===== config.mk =====
export PLATFORM = sky130hd
export DESIGN_NAME = rpn_stack
export DESIGN_NICKNAME = d
export VERILOG_FILES = /design/src/rtl/rpn_stack_pkg.sv /design/src/rtl/rpn_stack_regs.sv /design/src/rtl/rpn_stack_alu.sv /design/src/rtl/rpn_stack_ctrl.sv /design/src/rtl/rpn_stack.sv
export SDC_FILE = /design/constraint.sdc
export NUM_CORES = 1
export LEC_CHECK = 0
export BUFFER_PORTS_ARGS = -buffer_cell sky130_fd_sc_hd__clkbuf_2
export CORE_UTILIZATION = 55
export DETAILED_ROUTE_END_ITERATION = 10
export HOLD_SLACK_MARGIN = 0.06
export PLACE_DENSITY_LB_ADDON = 0.25
export SYNTH_ARGS = -nofsm -noshare
export SYNTH_HDL_FRONTEND = slang
export SYNTH_HIERARCHICAL = 1
export SYNTH_SLANG_ARGS = --single-unit

===== constraint.sdc =====
create_clock -name clk_i -period 12.36 [get_ports clk_i]
set_input_delay 3.708 -clock clk_i [delete_from_list [all_inputs] [get_ports clk_i]]
set_output_delay 3.708 -clock clk_i [all_outputs]
set_load 0.005 [all_outputs]

===== src/rtl/rpn_stack_pkg.sv =====
package rpn_stack_pkg;
  typedef enum logic [2:0] {
    OP_NOP  = 3'd0,
    OP_PUSH = 3'd1,
    OP_POP  = 3'd2,
    OP_ADD  = 3'd3,
    OP_MUL  = 3'd4
  } op_e;
endpackage


===== src/rtl/rpn_stack_regs.sv =====
module rpn_stack_regs #(
  parameter int WIDTH = 16,
  parameter int DEPTH = 11,
  parameter int PTR_W = 4
) (
  input  logic             clk_i,
  input  logic             rst_ni,
  input  logic             we_i,
  input  logic [PTR_W-1:0] waddr_i,
  input  logic [WIDTH-1:0] wdata_i,
  input  logic [PTR_W-1:0] raddr_i,
  output logic [WIDTH-1:0] rdata_a_o,
  output logic [WIDTH-1:0] rdata_b_o
);
  logic [WIDTH-1:0] mem_q [DEPTH];
  logic [PTR_W-1:0] raddr_b;

  assign raddr_b = raddr_i + PTR_W'(1);

  for (genvar i = 0; i < DEPTH; i++) begin : g_entry
    always_ff @(posedge clk_i or negedge rst_ni) begin
      if (!rst_ni)                               mem_q[i] <= '0;
      else if (we_i && waddr_i == PTR_W'(i))     mem_q[i] <= wdata_i;
    end
  end

  always_comb begin
    rdata_a_o = '0;
    rdata_b_o = '0;
    for (int i = 0; i < DEPTH; i++) begin
      if (raddr_i == PTR_W'(i)) rdata_a_o = mem_q[i];
      if (raddr_b == PTR_W'(i)) rdata_b_o = mem_q[i];
    end
  end

  assert_waddr_range_R2: assert property (@(posedge clk_i) disable iff (!rst_ni)
    we_i |-> (waddr_i < PTR_W'(DEPTH)));
endmodule


===== src/rtl/rpn_stack_alu.sv =====
module rpn_stack_alu #(
  parameter int WIDTH = 16
) (
  input  logic             op_mul_i,
  input  logic [WIDTH-1:0] a_i,
  input  logic [WIDTH-1:0] b_i,
  output logic [WIDTH-1:0] y_o
);
  localparam int PW = 2 * WIDTH;
  logic [PW-1:0]    prod;
  logic [WIDTH-1:0] sum;

  assign sum  = a_i + b_i;
  assign prod = {{WIDTH{1'b0}}, a_i} * {{WIDTH{1'b0}}, b_i};
  // results wrap to the word width
  assign y_o  = op_mul_i ? prod[WIDTH-1:0] : sum;
endmodule


===== src/rtl/rpn_stack_ctrl.sv =====
module rpn_stack_ctrl
  import rpn_stack_pkg::*;
#(
  parameter int WIDTH = 16,
  parameter int DEPTH = 11,
  parameter int PTR_W = 4
) (
  input  logic             clk_i,
  input  logic             rst_ni,
  input  logic [2:0]       cmd_i,
  input  logic [WIDTH-1:0] data_i,
  input  logic [WIDTH-1:0] rd_a_i,
  input  logic [WIDTH-1:0] alu_y_i,
  output logic [PTR_W-1:0] sp_o,
  output logic             full_o,
  output logic             empty_o,
  output logic             err_o,
  output logic             pop_valid_o,
  output logic [WIDTH-1:0] data_o,
  output logic             we_o,
  output logic [PTR_W-1:0] waddr_o,
  output logic [WIDTH-1:0] wdata_o,
  output logic             op_mul_o
);
  localparam logic [PTR_W-1:0] SP_BOT = PTR_W'(DEPTH);
  localparam logic [PTR_W-1:0] SP_AR  = PTR_W'(DEPTH - 2);

  logic [PTR_W-1:0] sp_q, sp_m1, sp_p1;
  logic             full_q, empty_q, err_q, pv_q;
  logic [WIDTH-1:0] dout_q;
  logic is_push, is_pop, is_ar, push_ok, pop_ok, ar_ok, illegal;

  assign is_push  = (cmd_i == OP_PUSH);
  assign is_pop   = (cmd_i == OP_POP);
  assign is_ar    = (cmd_i == OP_ADD) || (cmd_i == OP_MUL);
  assign push_ok  = is_push && !full_q;
  assign pop_ok   = is_pop && !empty_q;
  assign ar_ok    = is_ar && (sp_q <= SP_AR);
  assign illegal  = (cmd_i != OP_NOP) && !(push_ok || pop_ok || ar_ok);

  assign sp_m1    = sp_q - PTR_W'(1);
  assign sp_p1    = sp_q + PTR_W'(1);

  // push writes at pre-decremented sp; arithmetic overwrites second entry
  assign we_o     = push_ok || ar_ok;
  assign waddr_o  = push_ok ? sp_m1 : sp_p1;
  assign wdata_o  = push_ok ? data_i : alu_y_i;
  assign op_mul_o = (cmd_i == OP_MUL);

  always_ff @(posedge clk_i or negedge rst_ni) begin
    if (!rst_ni) begin
      sp_q    <= SP_BOT;
      full_q  <= 1'b0;
      empty_q <= 1'b1;
      err_q   <= 1'b0;
      pv_q    <= 1'b0;
      dout_q  <= '0;
    end else begin
      err_q <= illegal;
      pv_q  <= pop_ok;
      if (push_ok) begin
        sp_q    <= sp_m1;
        full_q  <= (sp_m1 == '0);
        empty_q <= 1'b0;
      end else if (pop_ok) begin
        sp_q    <= sp_p1;
        full_q  <= 1'b0;
        empty_q <= (sp_p1 == SP_BOT);
        dout_q  <= rd_a_i;
      end else if (ar_ok) begin
        sp_q    <= sp_p1;
        full_q  <= 1'b0;
        empty_q <= 1'b0;
      end
    end
  end

  assign sp_o        = sp_q;
  assign full_o      = full_q;
  assign empty_o     = empty_q;
  assign err_o       = err_q;
  assign pop_valid_o = pv_q;
  assign data_o      = dout_q;

  assert_flags_excl_R3: assert property (@(posedge clk_i) disable iff (!rst_ni)
    !(full_q && empty_q));
  assert_full_at_zero_R3: assert property (@(posedge clk_i) disable iff (!rst_ni)
    full_q |-> (sp_q == '0));
  assert_empty_at_bottom_R5: assert property (@(posedge clk_i) disable iff (!rst_ni)
    empty_q |-> (sp_q == SP_BOT));
  assert_push_predec_R2: assert property (@(posedge clk_i) disable iff (!rst_ni)
    push_ok |=> (sp_q == $past(sp_q) - PTR_W'(1)));
  assert_pop_postinc_R4: assert property (@(posedge clk_i) disable iff (!rst_ni)
    pop_ok |=> (pv_q && sp_q == $past(sp_q) + PTR_W'(1)));
  assert_reject_hold_R8: assert property (@(posedge clk_i) disable iff (!rst_ni)
    illegal |=> (err_q && $stable(sp_q) && !pv_q));
endmodule


===== src/rtl/rpn_stack.sv =====
module rpn_stack #(
  parameter int WIDTH = 16,
  parameter int DEPTH = 11,
  localparam int PTR_W = $clog2(DEPTH + 1)
) (
  input  logic             clk_i,
  input  logic             rst_ni,
  input  logic [2:0]       cmd_i,
  input  logic [WIDTH-1:0] data_i,
  output logic [WIDTH-1:0] data_o,
  output logic             pop_valid_o,
  output logic [WIDTH-1:0] top_o,
  output logic [PTR_W-1:0] sp_o,
  output logic             full_o,
  output logic             empty_o,
  output logic             err_o
);
  logic             we, op_mul;
  logic [PTR_W-1:0] waddr, sp;
  logic [WIDTH-1:0] wdata, rd_a, rd_b, alu_y;

  rpn_stack_ctrl #(.WIDTH(WIDTH), .DEPTH(DEPTH), .PTR_W(PTR_W)) u_ctrl (
    .clk_i, .rst_ni, .cmd_i, .data_i,
    .rd_a_i(rd_a), .alu_y_i(alu_y),
    .sp_o(sp), .full_o, .empty_o, .err_o, .pop_valid_o, .data_o,
    .we_o(we), .waddr_o(waddr), .wdata_o(wdata), .op_mul_o(op_mul)
  );

  rpn_stack_regs #(.WIDTH(WIDTH), .DEPTH(DEPTH), .PTR_W(PTR_W)) u_regs (
    .clk_i, .rst_ni, .we_i(we), .waddr_i(waddr), .wdata_i(wdata),
    .raddr_i(sp), .rdata_a_o(rd_a), .rdata_b_o(rd_b)
  );

  rpn_stack_alu #(.WIDTH(WIDTH)) u_alu (
    .op_mul_i(op_mul), .a_i(rd_a), .b_i(rd_b), .y_o(alu_y)
  );

  assign sp_o  = sp;
  assign top_o = empty_o ? '0 : rd_a;
endmodule


==> PnR_summary.wiki <==
{| class="wikitable"
! Metric !! Value
|-
| Status || finished clean
|-
| Signed area change from the synthesized netlist to the final layout || 7.73%
|-
| Starting utilization of the core area || 56.2%
|-
| H-Tree Depth || 4
|-
| Placed wire-length estimate || 35200 um
|-
| Number of cells on the worst reg-to-reg path || 24
|-
| Die X || 176 um
|-
| Startpoint of the worst register-to-register path || u_ctrl/sp_o[1]
|-
| Critical path start-end classification || reg -> reg
|-
| Overall die area || 31100 um^2
|-
| Drt first pass iters || 8
|-
| Final setup vio count || 0
|-
| DIE HEIGHT || 176 um
|-
| Sequential element share of the synthesized area || 29.9%
|-
| Core box area || 29800 um^2
|-
| Final routed DRC violation total || 0
|-
| Detailed-route vias per instance || 6.39
|-
| Register bit count reported by yosys || 200
|-
| Standard-cell row count || 63
|-
| I/O Buffers || 60
|-
| Relative slew slack || 13.0%
|-
| Num ports || 61
|-
| End point of the critical path || u_regs/mem_q[142]
|-
| Number of nets in the synthesized netlist || 1936
|-
| Netlist area before placement || 16700 um^2
|-
| Remaining number of nets flagged by the antenna check after routing || 0
|-
| Synth async-reset ratio || 100%
|-
| Post-synth top flop || dfrtp_1
|-
| Vias || 13900
|-
| Post-cts repair resize count || 0
|-
| Maximum root-to-sink buffer count || 2
|-
| Data arrival at the endpoint of the critical path || 9.25 ns
|-
| Class of the worst hold path || reg -> reg
|-
| Hold-fix buffer count after cts || 0
|-
| GRT Total Usage || 34.6%
|-
| Register-to-Register Setup Slack || 3.43 ns
|-
| Setup bufs post-CTS || 0
|-
| DRT Wirelength || 52800 um
|-
| ANT cells || 0
|-
| Fraction of layout cells with a size suffix above 1 || 20.2%
|-
| CTS clock-pin slew for the worst setup and hold paths || 0.07 ns
|-
| Number of enable flip-flop cells after synthesis || 0
|-
| Cells after synthesis || 1766
|-
| Final setup margin || 3.43 ns
|-
| Via count of the first global-routing pass || 13800
|-
| Clock root buffer || clkbuf_16
|-
| Number of nets in the finished design || 1938
|-
| RSZ-0062 raised after global routing || no
|-
| Worst hold margin || 0.484 ns
|-
| Warning count from the yosys run || 6
|-
| Clock latency reported for the late side of the worst-skew pair || 0.45 ns
|-
| Total clock sinks || 200
|-
| CP endpoint kind || flop
|-
| Worst slack after detailed placement || 3.62 ns
|-
| Post-synthesis cell type count || 87
|-
| Final hold violation count || 0
|-
| Post-synthesis average cell area || 9.48 um^2
|-
| Number of inserted filler cells in the final layout || 2606
|-
| TritonCTS clock tree || built
|-
| GRT Residual Overflow || 0
|-
| Setup TNS after final layout || 0 ns
|-
| Share of the clock period used by the worst path after layout || 72.2%
|-
| Maximum number of pins on one net before global-route repair || 77
|-
| Number of antenna violations at the first check in global routing || 1
|-
| RR Endpoint || u_regs/mem_q[142]
|-
| Worst setup path startpoint || u_ctrl/sp_o[1]
|-
| Global-route wire length before repair || 80400 um
|-
| Final critical path time including I/O delays and setup || 8.93 ns
|-
| Max FO, Critical Path || 76
|-
| Start point of the worst min-delay path || u_ctrl/data_o[7]
|-
| Data required time at the worst endpoint || 12.68 ns
|-
| Type of origin of the critical path || flop
|-
| Number of CTS-inserted buffers || 17
|-
| DRT iter0 DRCs || 1473
|-
| Number of max-slew violations in the final report || 0
|-
| GP Congestion || 0.950
|-
| Max Freq || 0.112 GHz
|-
| Worst clock skew on the final layout || 0.0127 ns
|-
| Routed wire per std cell || 24.3 um
|-
| Transition at the pin with the smallest max-transition slack || 1.30 ns
|-
| Max capacitance violation total || 0
|}
stage by stage:
step                      cell area (um^2)  cells  util, %
after floorplan                      16700   1766        -
after global placement               17400   2139     58.3
after detailed placement             17400   2139     58.3
after CTS                            18000   2171     60.5
after global routing                 18000   2171     60.5
final                                18000   2171     60.5
layout by cell type, fill, tap and decap left out, types with 5 or more instances in the layout:
cell	n
buf_4	47
fa_1	81
and2b_2	6
xor2_1	14
clkbuf_16	17
o21ai_1	17
and2_2	7
a22o_1	18
bufinv_16	5
o31ai_1	5
ha_1	68
nand3b_1	9
and2_1	61
nor2_1	83
mux2_2	137
mux4_2	13
clkbuf_2	59
nand3_1	9
dfrtp_1	196
o32ai_1	6
xnor2_1	37
a211oi_1	16
a22oi_1	16
nor3_1	9
o21a_1	9
mux2_1	34
o2bb2ai_1	12
o22ai_1	35
inv_1	133
o21ai_0	68
a21oi_1	124
nand2b_1	14
nor2b_1	12
a31oi_1	10
nor2b_2	10
mux2i_1	51
nand2_1	224
mux2_4	9
nor2_2	5
Yosys cell counts (10+ instances only):
master / instances / area (um^2)
and2_1: 61 / 382
nor2_1: 83 / 312
inv_1: 133 / 499
xnor2_1: 37 / 324
mux4_2: 13 / 293
xor2_1: 14 / 123
nor2b_1: 15 / 93.8
a21oi_1: 126 / 631
o32ai_1: 12 / 105
dfrtp_1: 196 / 4900
nand2_1: 224 / 841
nand2b_1: 14 / 87.6
buf_2: 49 / 245
a31oi_1: 10 / 62.6
buf_4: 15 / 113
mux2_2: 137 / 1540
o21ai_0: 68 / 340
fa_1: 81 / 1620
o21ai_1: 17 / 85.1
a22oi_1: 16 / 120
o2bb2ai_1: 12 / 105
a211oi_1: 16 / 120
clkbuf_1: 53 / 199
mux2i_1: 51 / 510
a22o_1: 18 / 158
ha_1: 68 / 851
mux2_1: 34 / 383
o22ai_1: 35 / 219
cell type report:
class	instances	area, um^2	area share (%)
repair buffers	107	662	3.67
multi-input cells	1307	10700	59.3
flip-flops and latches	200	5020	27.8
inverters	135	508	2.82
well taps	390	488	2.71
clock buffers	18	439	2.43
clock inverters	14	221	1.23
worst min path at each step:
stage | to | depth (start not counted)
2_1_floorplan | u_ctrl/data_o[2] | 2
3_3_place_gp | u_ctrl/data_o[15] | 2
3_5_place_dp | u_ctrl/data_o[0] | 2
4_1_cts | u_ctrl/data_o[15] | 2
5_1_grt | u_ctrl/data_o[15] | 2
6_report | u_ctrl/data_o[7] | 2
critical path, stage by stage (launching register included):
cell and delay [ns]:
dfstp_4 1.10, nand3b_1 0.92, o22ai_1 0.42, a21oi_1 0.16
a21oi_2 0.70, and2_1 0.26, fa_1 0.39, inv_1 0.08
fa_1 0.43, fa_1 0.49, fa_1 0.55, inv_1 0.05
fa_1 0.48, inv_1 0.07, fa_1 0.53, inv_1 0.04
ha_1 0.35, a21o_1 0.21, a41oi_1 0.30, o311ai_1 0.15
a31oi_1 0.24, o22ai_1 0.11, nand2_1 0.07, nand2_1 0.25
mux2_1 0.38
state kept, by name (all words and copies together) (netlist names):
register and cells:
u_ctrl/data_o 16, u_regs/mem_q 176, u_ctrl/pop_valid_o 1, u_ctrl/sp_o 4
u_ctrl/full_o 1, u_ctrl/empty_o 1, u_ctrl/err_o 1
kinds of logic (layout without fill, tap and decap cells):
family                     Yosys count  count (layout)  synth area share, %
xor gates and xnor gates            57              57                 3.29
AOI/OAI and AO/OA                  381             381                 14.4
buffers and inverters              259             274                 6.74
and+or+nand+nor                    476             476                 13.8
DFF                                200             200                 29.9
adders and majority gates          149             149                 14.8
muxes                              244             244                 17.1
layer usage:
metal  vias to the layer above  GRT usage, %  wire, um
met1                      6904          45.5     21300
met5                         -             0        10
met4                         2          15.1      2450
met3                       162          7.13      4730
li1                       6088             -         -
met2                       718          55.1     24300
Power is left out: the tool's default activity adds up to more than one toggle a clock period on the data nets, which glitch-free logic cannot reach.
